<file path="src/rtl/norm_div_pkg.sv">
package norm_div_pkg;

  typedef enum logic [1:0] {
    ST_IDLE,
    ST_RUN,
    ST_FINISH
  } divState_t;

  typedef struct packed {
    logic load;      // capture operands, normalize divisor
    logic step;      // one compare/subtract/shift iteration
    logic lastStep;  // final iteration: no left shift afterwards
    logic finish;    // denormalize and publish results
  } divStrobe_t;

endpackage

</file>
<file path="src/rtl/norm_div_lzc.sv">
module norm_div_lzc #(
  parameter int WIDTH = 8,
  localparam int CNT_W = $clog2(WIDTH + 1)
) (
  input  logic [WIDTH-1:0] value,
  output logic [CNT_W-1:0] zeros
);

  // Priority scan from the top bit: count zeros until the first one.
  always_comb begin
    logic found;
    found = 1'b0;
    zeros = '0;
    for (int i = WIDTH - 1; i >= 0; i--) begin
      if (!found) begin
        if (value[i]) found = 1'b1;
        else          zeros = zeros + CNT_W'(1);
      end
    end
  end

endmodule

</file>
<file path="src/rtl/norm_div_datapath.sv">
module norm_div_datapath
  import norm_div_pkg::*;
#(
  parameter int WIDTH = 8,
  localparam int CNT_W = $clog2(WIDTH + 1)
) (
  input  logic             clk,
  input  logic             rst,
  input  divStrobe_t       strobe,
  input  logic [WIDTH-1:0] dividend,
  input  logic [WIDTH-1:0] divisor,
  output logic [CNT_W-1:0] lzNow,
  output logic             zeroNow,
  output logic             zeroHeld,
  output logic [WIDTH:0]   partRemObs,
  output logic [WIDTH-1:0] normDivObs,
  output logic [WIDTH-1:0] quotient,
  output logic [WIDTH-1:0] remainder
);

  logic [WIDTH-1:0] normDiv;
  logic [WIDTH:0]   partRem;
  logic [WIDTH-1:0] quoReg;
  logic [CNT_W-1:0] shiftAmt;
  logic [WIDTH-1:0] dvdSave;
  logic             zeroDiv;

  logic [WIDTH:0]   diff;
  logic             geq;
  logic [WIDTH-1:0] nextRem;

  norm_div_lzc #(.WIDTH(WIDTH)) i_lzc (
    .value(divisor),
    .zeros(lzNow)
  );

  assign zeroNow = (divisor == '0);

  // Compare/subtract on a WIDTH+1 bit partial remainder.
  always_comb begin
    diff    = partRem - {1'b0, normDiv};
    geq     = (partRem >= {1'b0, normDiv});
    nextRem = geq ? diff[WIDTH-1:0] : partRem[WIDTH-1:0];
  end

  always_ff @(posedge clk) begin
    if (rst) begin
      normDiv   <= '0;
      partRem   <= '0;
      quoReg    <= '0;
      shiftAmt  <= '0;
      dvdSave   <= '0;
      zeroDiv   <= 1'b0;
      quotient  <= '0;
      remainder <= '0;
    end else begin
      if (strobe.load) begin
        normDiv  <= divisor << lzNow;
        partRem  <= {1'b0, dividend};
        quoReg   <= '0;
        shiftAmt <= lzNow;
        dvdSave  <= dividend;
        zeroDiv  <= zeroNow;
      end
      if (strobe.step) begin
        quoReg <= {quoReg[WIDTH-2:0], geq};
        if (strobe.lastStep) partRem <= {1'b0, nextRem};
        else                 partRem <= {nextRem, 1'b0};
      end
      if (strobe.finish) begin
        if (zeroDiv) begin
          quotient  <= '1;
          remainder <= dvdSave;
        end else begin
          quotient  <= quoReg;
          remainder <= partRem[WIDTH-1:0] >> shiftAmt;
        end
      end
    end
  end

  assign zeroHeld   = zeroDiv;
  assign partRemObs = partRem;
  assign normDivObs = normDiv;

endmodule

</file>
<file path="src/rtl/norm_div_ctrl.sv">
module norm_div_ctrl
  import norm_div_pkg::*;
#(
  parameter int WIDTH = 8,
  localparam int CNT_W = $clog2(WIDTH + 1)
) (
  input  logic             clk,
  input  logic             rst,
  input  logic             start,
  input  logic [CNT_W-1:0] lzNow,
  input  logic             zeroNow,
  input  logic             zeroHeld,
  output divStrobe_t       strobe,
  output logic             idle,
  output logic             done,
  output logic             divZero
);

  divState_t        state;
  logic [CNT_W-1:0] iterLeft;

  always_comb begin
    strobe          = '0;
    strobe.load     = (state == ST_IDLE) && start;
    strobe.step     = (state == ST_RUN);
    strobe.lastStep = (state == ST_RUN) && (iterLeft == '0);
    strobe.finish   = (state == ST_FINISH);
  end

  assign idle = (state == ST_IDLE);

  always_ff @(posedge clk) begin
    if (rst) begin
      state    <= ST_IDLE;
      iterLeft <= '0;
      done     <= 1'b0;
      divZero  <= 1'b0;
    end else begin
      done    <= strobe.finish;
      divZero <= strobe.finish && zeroHeld;
      unique case (state)
        ST_IDLE: begin
          if (start) begin
            iterLeft <= lzNow;
            state    <= zeroNow ? ST_FINISH : ST_RUN;
          end
        end
        ST_RUN: begin
          if (strobe.lastStep) state <= ST_FINISH;
          else                 iterLeft <= iterLeft - CNT_W'(1);
        end
        ST_FINISH: state <= ST_IDLE;
        default:   state <= ST_IDLE;
      endcase
    end
  end

endmodule

</file>
<file path="src/rtl/norm_divider.sv">
module norm_divider
  import norm_div_pkg::*;
#(
  parameter int WIDTH = 8,
  localparam int CNT_W = $clog2(WIDTH + 1)
) (
  input  logic             clk,
  input  logic             rst,
  input  logic             start,
  input  logic [WIDTH-1:0] dividend,
  input  logic [WIDTH-1:0] divisor,
  output logic             done,
  output logic             divZero,
  output logic [WIDTH-1:0] quotient,
  output logic [WIDTH-1:0] remainder
);

  divStrobe_t       strobe;
  logic [CNT_W-1:0] lzNow;
  logic             zeroNow;
  logic             zeroHeld;
  logic             idleNow;
  logic             stepNow;
  logic [WIDTH:0]   partRemObs;
  logic [WIDTH-1:0] normDivObs;

  norm_div_ctrl #(.WIDTH(WIDTH)) i_ctrl (
    .clk      (clk),
    .rst      (rst),
    .start    (start),
    .lzNow    (lzNow),
    .zeroNow  (zeroNow),
    .zeroHeld (zeroHeld),
    .strobe   (strobe),
    .idle     (idleNow),
    .done     (done),
    .divZero  (divZero)
  );

  norm_div_datapath #(.WIDTH(WIDTH)) i_dp (
    .clk        (clk),
    .rst        (rst),
    .strobe     (strobe),
    .dividend   (dividend),
    .divisor    (divisor),
    .lzNow      (lzNow),
    .zeroNow    (zeroNow),
    .zeroHeld   (zeroHeld),
    .partRemObs (partRemObs),
    .normDivObs (normDivObs),
    .quotient   (quotient),
    .remainder  (remainder)
  );

  assign stepNow = strobe.step;

endmodule

</file>
<file path="config.mk">
export PLATFORM = sky130hd
export DESIGN_NAME = norm_divider
export DESIGN_NICKNAME = d
export VERILOG_FILES = /design/src/rtl/norm_div_pkg.sv /design/src/rtl/norm_div_lzc.sv /design/src/rtl/norm_div_datapath.sv /design/src/rtl/norm_div_ctrl.sv /design/src/rtl/norm_divider.sv
export SDC_FILE = /design/constraint.sdc
export NUM_CORES = 1
export LEC_CHECK = 0
export ABC_AREA = 1
export BUFFER_PORTS_ARGS = -buffer_cell sky130_fd_sc_hd__buf_2
export CAP_MARGIN = 25
export CELL_PAD_IN_SITES_DETAIL_PLACEMENT = 1
export CELL_PAD_IN_SITES_GLOBAL_PLACEMENT = 1
export CORE_MARGIN = 3
export CORE_UTILIZATION = 40
export DETAILED_ROUTE_END_ITERATION = 16
export GPL_TIMING_DRIVEN = 1
export PLACE_DENSITY_LB_ADDON = 0.1
export RECOVER_POWER = 100
export SYNTH_ARGS = -nofsm -noshare
export SYNTH_HDL_FRONTEND = slang
export SYNTH_SLANG_ARGS = --single-unit
</file>
<file path="constraint.sdc">
create_clock -name clk -period 4 [get_ports clk]
set_clock_uncertainty 0.05 [all_clocks]
set_input_delay 0.2 -clock clk [delete_from_list [all_inputs] [get_ports clk]]
set_output_delay 0.2 -clock clk [all_outputs]
set_load 0.02 [all_outputs]
</file>
==> impl_table.tex <==
\begin{tabular}{lr}
\hline
Metric & Value \\
\hline
\multicolumn{2}{l}{\textbf{Clock network}} \\
\quad Gates resized, CTS repair & 0 \\
\quad TritonCTS Buffers & 9 \\
\quad Max Root-Sink Buffers & 2 \\
\quad H-Tree Level Count & 3 \\
\quad Clock sink count & 62 \\
\quad CTS tree & done \\
\quad Number of buffers inserted by post-CTS setup repair & 0 \\
\quad Clock transition time at the flip-flop clock pins of the worst setup and hold paths & $\sim$0.080 ns \\
\quad Clock latency on the worst-skew pair & between 0.3 and 0.4 ns \\
\quad Number of hold buffers added after cts & 0 \\
\quad Root Buffer Master & sky130\_fd\_sc\_hd\_\_clkbuf\_8 \\
\multicolumn{2}{l}{\textbf{Critical path}} \\
\quad Critical path launch point & divisor[6] \\
\quad Required arrival time at the worst endpoint & 4.22 ns \\
\quad Kind of end point of the critical path & flop \\
\quad Slowest library cell on the worst path & sky130\_fd\_sc\_hd\_\_ha\_1 \\
\quad Startpoint class of the critical path & input pin \\
\quad Worst setup path category & input pin to flop \\
\quad CP Max Fanout & 12 \\
\quad Most repeated library cell on the critical path & sky130\_fd\_sc\_hd\_\_nand2\_1 \\
\quad Worst path max stage delay & 0.30 ns \\
\quad Crit path DAT & $\sim$3.8 ns \\
\quad Startpoint of the worst-slack reg-to-reg timing path & i\_ctrl.state[1]\$\_SDFFE\_PP0P\_ \\
\multicolumn{2}{l}{\textbf{Detailed routing}} \\
\quad Number of DRC markers in iteration 0 & 128 \\
\quad Count of vias placed by the detailed router & between 3000 and 4000 \\
\quad Wire length after detailed routing & 10600 um \\
\quad Average vias per placed instance & 5.44 \\
\quad Post-DR wirelength/cell & 15.2 um \\
\quad Post-detailed-route DRC marker count & 0 \\
\quad Initial DRT Pass Iterations & 4 \\
\quad Count of nets left with antenna violations after detail routing & 0 \\
\multicolumn{2}{l}{\textbf{Finish}} \\
\quad Share of cells above drive strength 1 & 0.0956 \\
\quad Area of combinational cells with multiple inputs & 0.00207 mm\^{}2 \\
\quad Synth-to-Final Area Change & 12.8\% \\
\quad Inserted Diodes & 0 \\
\quad Combined flip-flop and latch cell area & 0.00124 mm\^{}2 \\
\quad \# nets final & 616 \\
\quad Fill cell instance count of the final layout & roughly 1200 \\
\multicolumn{2}{l}{\textbf{Logic synthesis}} \\
\quad Synthesized area divided by synthesized cell count & about 6.7 um\^{}2 \\
\quad Synthesis warning total & 0 \\
\quad Area of the mapped netlist & approximately 0.0037 mm\^{}2 \\
\quad Cell count after synthesis & around 550 \\
\quad Net count after synthesis & 584 \\
\quad Register bit count reported by yosys & 62 \\
\quad Count of unique library cells instantiated by Yosys & 38 \\
\quad Sequential area share after synthesis & 0.340 \\
\multicolumn{2}{l}{\textbf{Pwr}} \\
\quad Leakage power of the design & between 1.5 and 2 nW \\
\quad Worst IR Drop VDD & 0.000222 V \\
\quad Power density of the placed cells & 475 mW/mm\^{}2 \\
\quad Overall power consumption & a little under 2 mW \\
\multicolumn{2}{l}{\textbf{Timing}} \\
\quad Hold Violations, Final & 0 \\
\quad Final number of max-transition violations & 0 \\
\quad Hold WS & 0.0864 ns \\
\quad Max-Slew Margin vs Limit & 0.263 \\
\quad Fmax achieved & 280 MHz \\
\quad Worst-Margin Slew & approximately 1.1 ns \\
\quad Final setup violation count & 0 \\
\quad Setup repair after global routing missed its margin & no \\
\quad Shortest period the worst path allows & 3.57 ns \\
\quad Setup total negative slack & 0 ns \\
\quad Final worst-path cycle share & 0.893 \\
\multicolumn{2}{l}{\textbf{Floorplanning}} \\
\quad Die area & $\sim$0.010 mm\^{}2 \\
\quad Initial Util & 0.415 \\
\quad Die height & 102 um \\
\quad Core Region & 0.00881 mm\^{}2 \\
\quad Die Width & 102 um \\
\quad Rows & 34 \\
\quad Boundary Pins & 37 \\
\multicolumn{2}{l}{\textbf{Global route}} \\
\quad Initial antenna violation count & 0 \\
\quad Global-route usage over all layers & 0.218 \\
\quad Remaining global-route overflow & 0 \\
\quad Maximum number of pins on one net before global-route repair & 36 \\
\quad Number of global-route vias before repair & approximately 3800 \\
\quad Wire length of the first global-routing pass & between 15000 and 20000 um \\
\multicolumn{2}{l}{\textbf{Outcome}} \\
\quad Status & complete, no violations \\
\multicolumn{2}{l}{\textbf{Worst hold path}} \\
\quad Hold crit path type & input pin to flop \\
\quad Hold path startpoint & dividend[0] \\
\multicolumn{2}{l}{\textbf{Placement}} \\
\quad Final weighted congestion in routability-driven placement & 0.810 \\
\quad Final HPWL from detailed placement & between 8000 and 9000 um \\
\quad Number of buffers inserted by port buffering & 36 \\
\multicolumn{2}{l}{\textbf{Run}} \\
\quad Max-cap violation count & 0 \\
\hline
\end{tabular}
[Yosys cell counts]
master	instances	area, um^2
sky130_fd_sc_hd__xnor2_1	2	17.5
sky130_fd_sc_hd__nor3_1	19	95.1
sky130_fd_sc_hd__a221oi_1	1	8.76
sky130_fd_sc_hd__a21oi_2	1	8.76
sky130_fd_sc_hd__nand2_1	121	454
sky130_fd_sc_hd__o21bai_1	1	7.51
sky130_fd_sc_hd__o221a_2	1	11.3
sky130_fd_sc_hd__dfxtp_1	62	1240
sky130_fd_sc_hd__nor2_4	3	33.8
sky130_fd_sc_hd__buf_4	1	7.51
sky130_fd_sc_hd__or2_2	1	6.26
sky130_fd_sc_hd__o21a_1	2	15.0
sky130_fd_sc_hd__o21ai_0	41	205
sky130_fd_sc_hd__o21ai_2	1	8.76
sky130_fd_sc_hd__nor2_1	53	199
sky130_fd_sc_hd__a21oi_1	47	235
sky130_fd_sc_hd__nand3_1	38	190
sky130_fd_sc_hd__clkinv_1	3	11.3
sky130_fd_sc_hd__nand4_1	6	37.5
sky130_fd_sc_hd__fa_1	1	20.0
sky130_fd_sc_hd__ha_1	15	188
sky130_fd_sc_hd__inv_1	64	240
sky130_fd_sc_hd__a22oi_1	1	7.51
sky130_fd_sc_hd__clkbuf_1	18	67.6
sky130_fd_sc_hd__nand3_2	2	20.0
sky130_fd_sc_hd__inv_2	3	11.3
sky130_fd_sc_hd__nand4_2	1	12.5
sky130_fd_sc_hd__o211ai_1	15	113
sky130_fd_sc_hd__nor4_1	1	6.26
sky130_fd_sc_hd__nor2_2	2	12.5
sky130_fd_sc_hd__o22ai_1	1	6.26
sky130_fd_sc_hd__nand3b_1	3	22.5
sky130_fd_sc_hd__a211oi_1	1	7.51
sky130_fd_sc_hd__o221ai_1	3	26.3
sky130_fd_sc_hd__nand2_2	6	37.5
sky130_fd_sc_hd__a31oi_1	3	18.8
sky130_fd_sc_hd__xor2_1	4	35.0
sky130_fd_sc_hd__o21ai_1	1	5.00
[cells by family after synthesis]
family	after synthesis	share of synthesized area
DFF	62	0.340
and+or+nand+nor	256	0.309
adders and majority gates	16	0.0569
AOI/OAI and AO/OA	120	0.187
xor gates and xnor gates	6	0.0144
buffers and inverters	89	0.0925
[final cells by class]
class,count,area share
clock buffers,10,0.0334
clock inverters,6,0.0225
inverters,70,0.0638
multi-input cells,398,0.502
flip-flops and latches,62,0.301
well taps,108,0.0328
repair buffers,40,0.0437
[final timing paths]
path,cells past startpoint,end,slack [ns]
max,26,i_dp.normDivObs[7]$_SDFFE_PP0P_,0.43
min,3,i_dp.dvdSave[0]$_SDFFE_PP0P_,0.09
max reg2reg,10,i_dp.partRemObs[4]$_SDFFE_PP0P_,0.83
min reg2reg,2,i_dp.quoReg[7]$_SDFFE_PP0P_,0.42
[report_power, final]
part           switching (mW)  internal (mW)
clock network           0.280          0.372
registers              0.0484          0.670
logic                   0.396          0.191
[through the flow]
stage               cells  worst slack, ns   util  instance area, um^2
floorplan             549            0.709      -                 3650
global placement      678            0.294  0.445                 3920
detailed placement    678           0.0776  0.445                 3920
CTS                   694            0.447  0.471                 4150
global route          694           0.0328  0.468                 4120
finish                694            0.428  0.468                 4120
[layout by cell type, fill, tap and decap left out, types with 18 or more instances in the layout]
| master | instances |
|---|---|
| sky130_fd_sc_hd__o21ai_0 | 42 |
| sky130_fd_sc_hd__clkbuf_1 | 20 |
| sky130_fd_sc_hd__nor2_1 | 53 |
| sky130_fd_sc_hd__nor3_1 | 19 |
| sky130_fd_sc_hd__buf_2 | 18 |
| sky130_fd_sc_hd__nand2_1 | 122 |
| sky130_fd_sc_hd__a21oi_1 | 47 |
| sky130_fd_sc_hd__inv_1 | 64 |
| sky130_fd_sc_hd__nand3_1 | 38 |
| sky130_fd_sc_hd__dfxtp_1 | 62 |
[state kept, by name, summed over array words and instances, names as in the netlist]
| register | cells |
|---|---|
| i_ctrl.divZero | 1 |
| i_ctrl.done | 1 |
| i_ctrl.iterLeft | 4 |
| i_ctrl.state | 2 |
| i_dp.dvdSave | 8 |
| i_dp.normDivObs | 8 |
| i_dp.partRemObs | 9 |
| i_dp.quoReg | 8 |
| i_dp.quotient | 8 |
| i_dp.remainder | 8 |
| i_dp.shiftAmt | 4 |
| i_dp.zeroHeld | 1 |
[critical path: cells and delay by family]
kind	cells	cell delay, ns
AOI/OAI and AO/OA	6	0.97
adders and majority gates	5	1.37
buffers and inverters	6	0.44
and+or+nand+nor	9	0.80
[per-layer routing]
metal	wire, um	track usage	part of all wire	up-vias
li1	-	-	-	1890
met1	4990	0.278	0.47	1821
met2	5180	0.378	0.49	48
met3	257	0.0379	0.024	15
met4	144	0.0593	0.014	0
met5	0	0	0	-
Power figures use the tool's default switching activity.
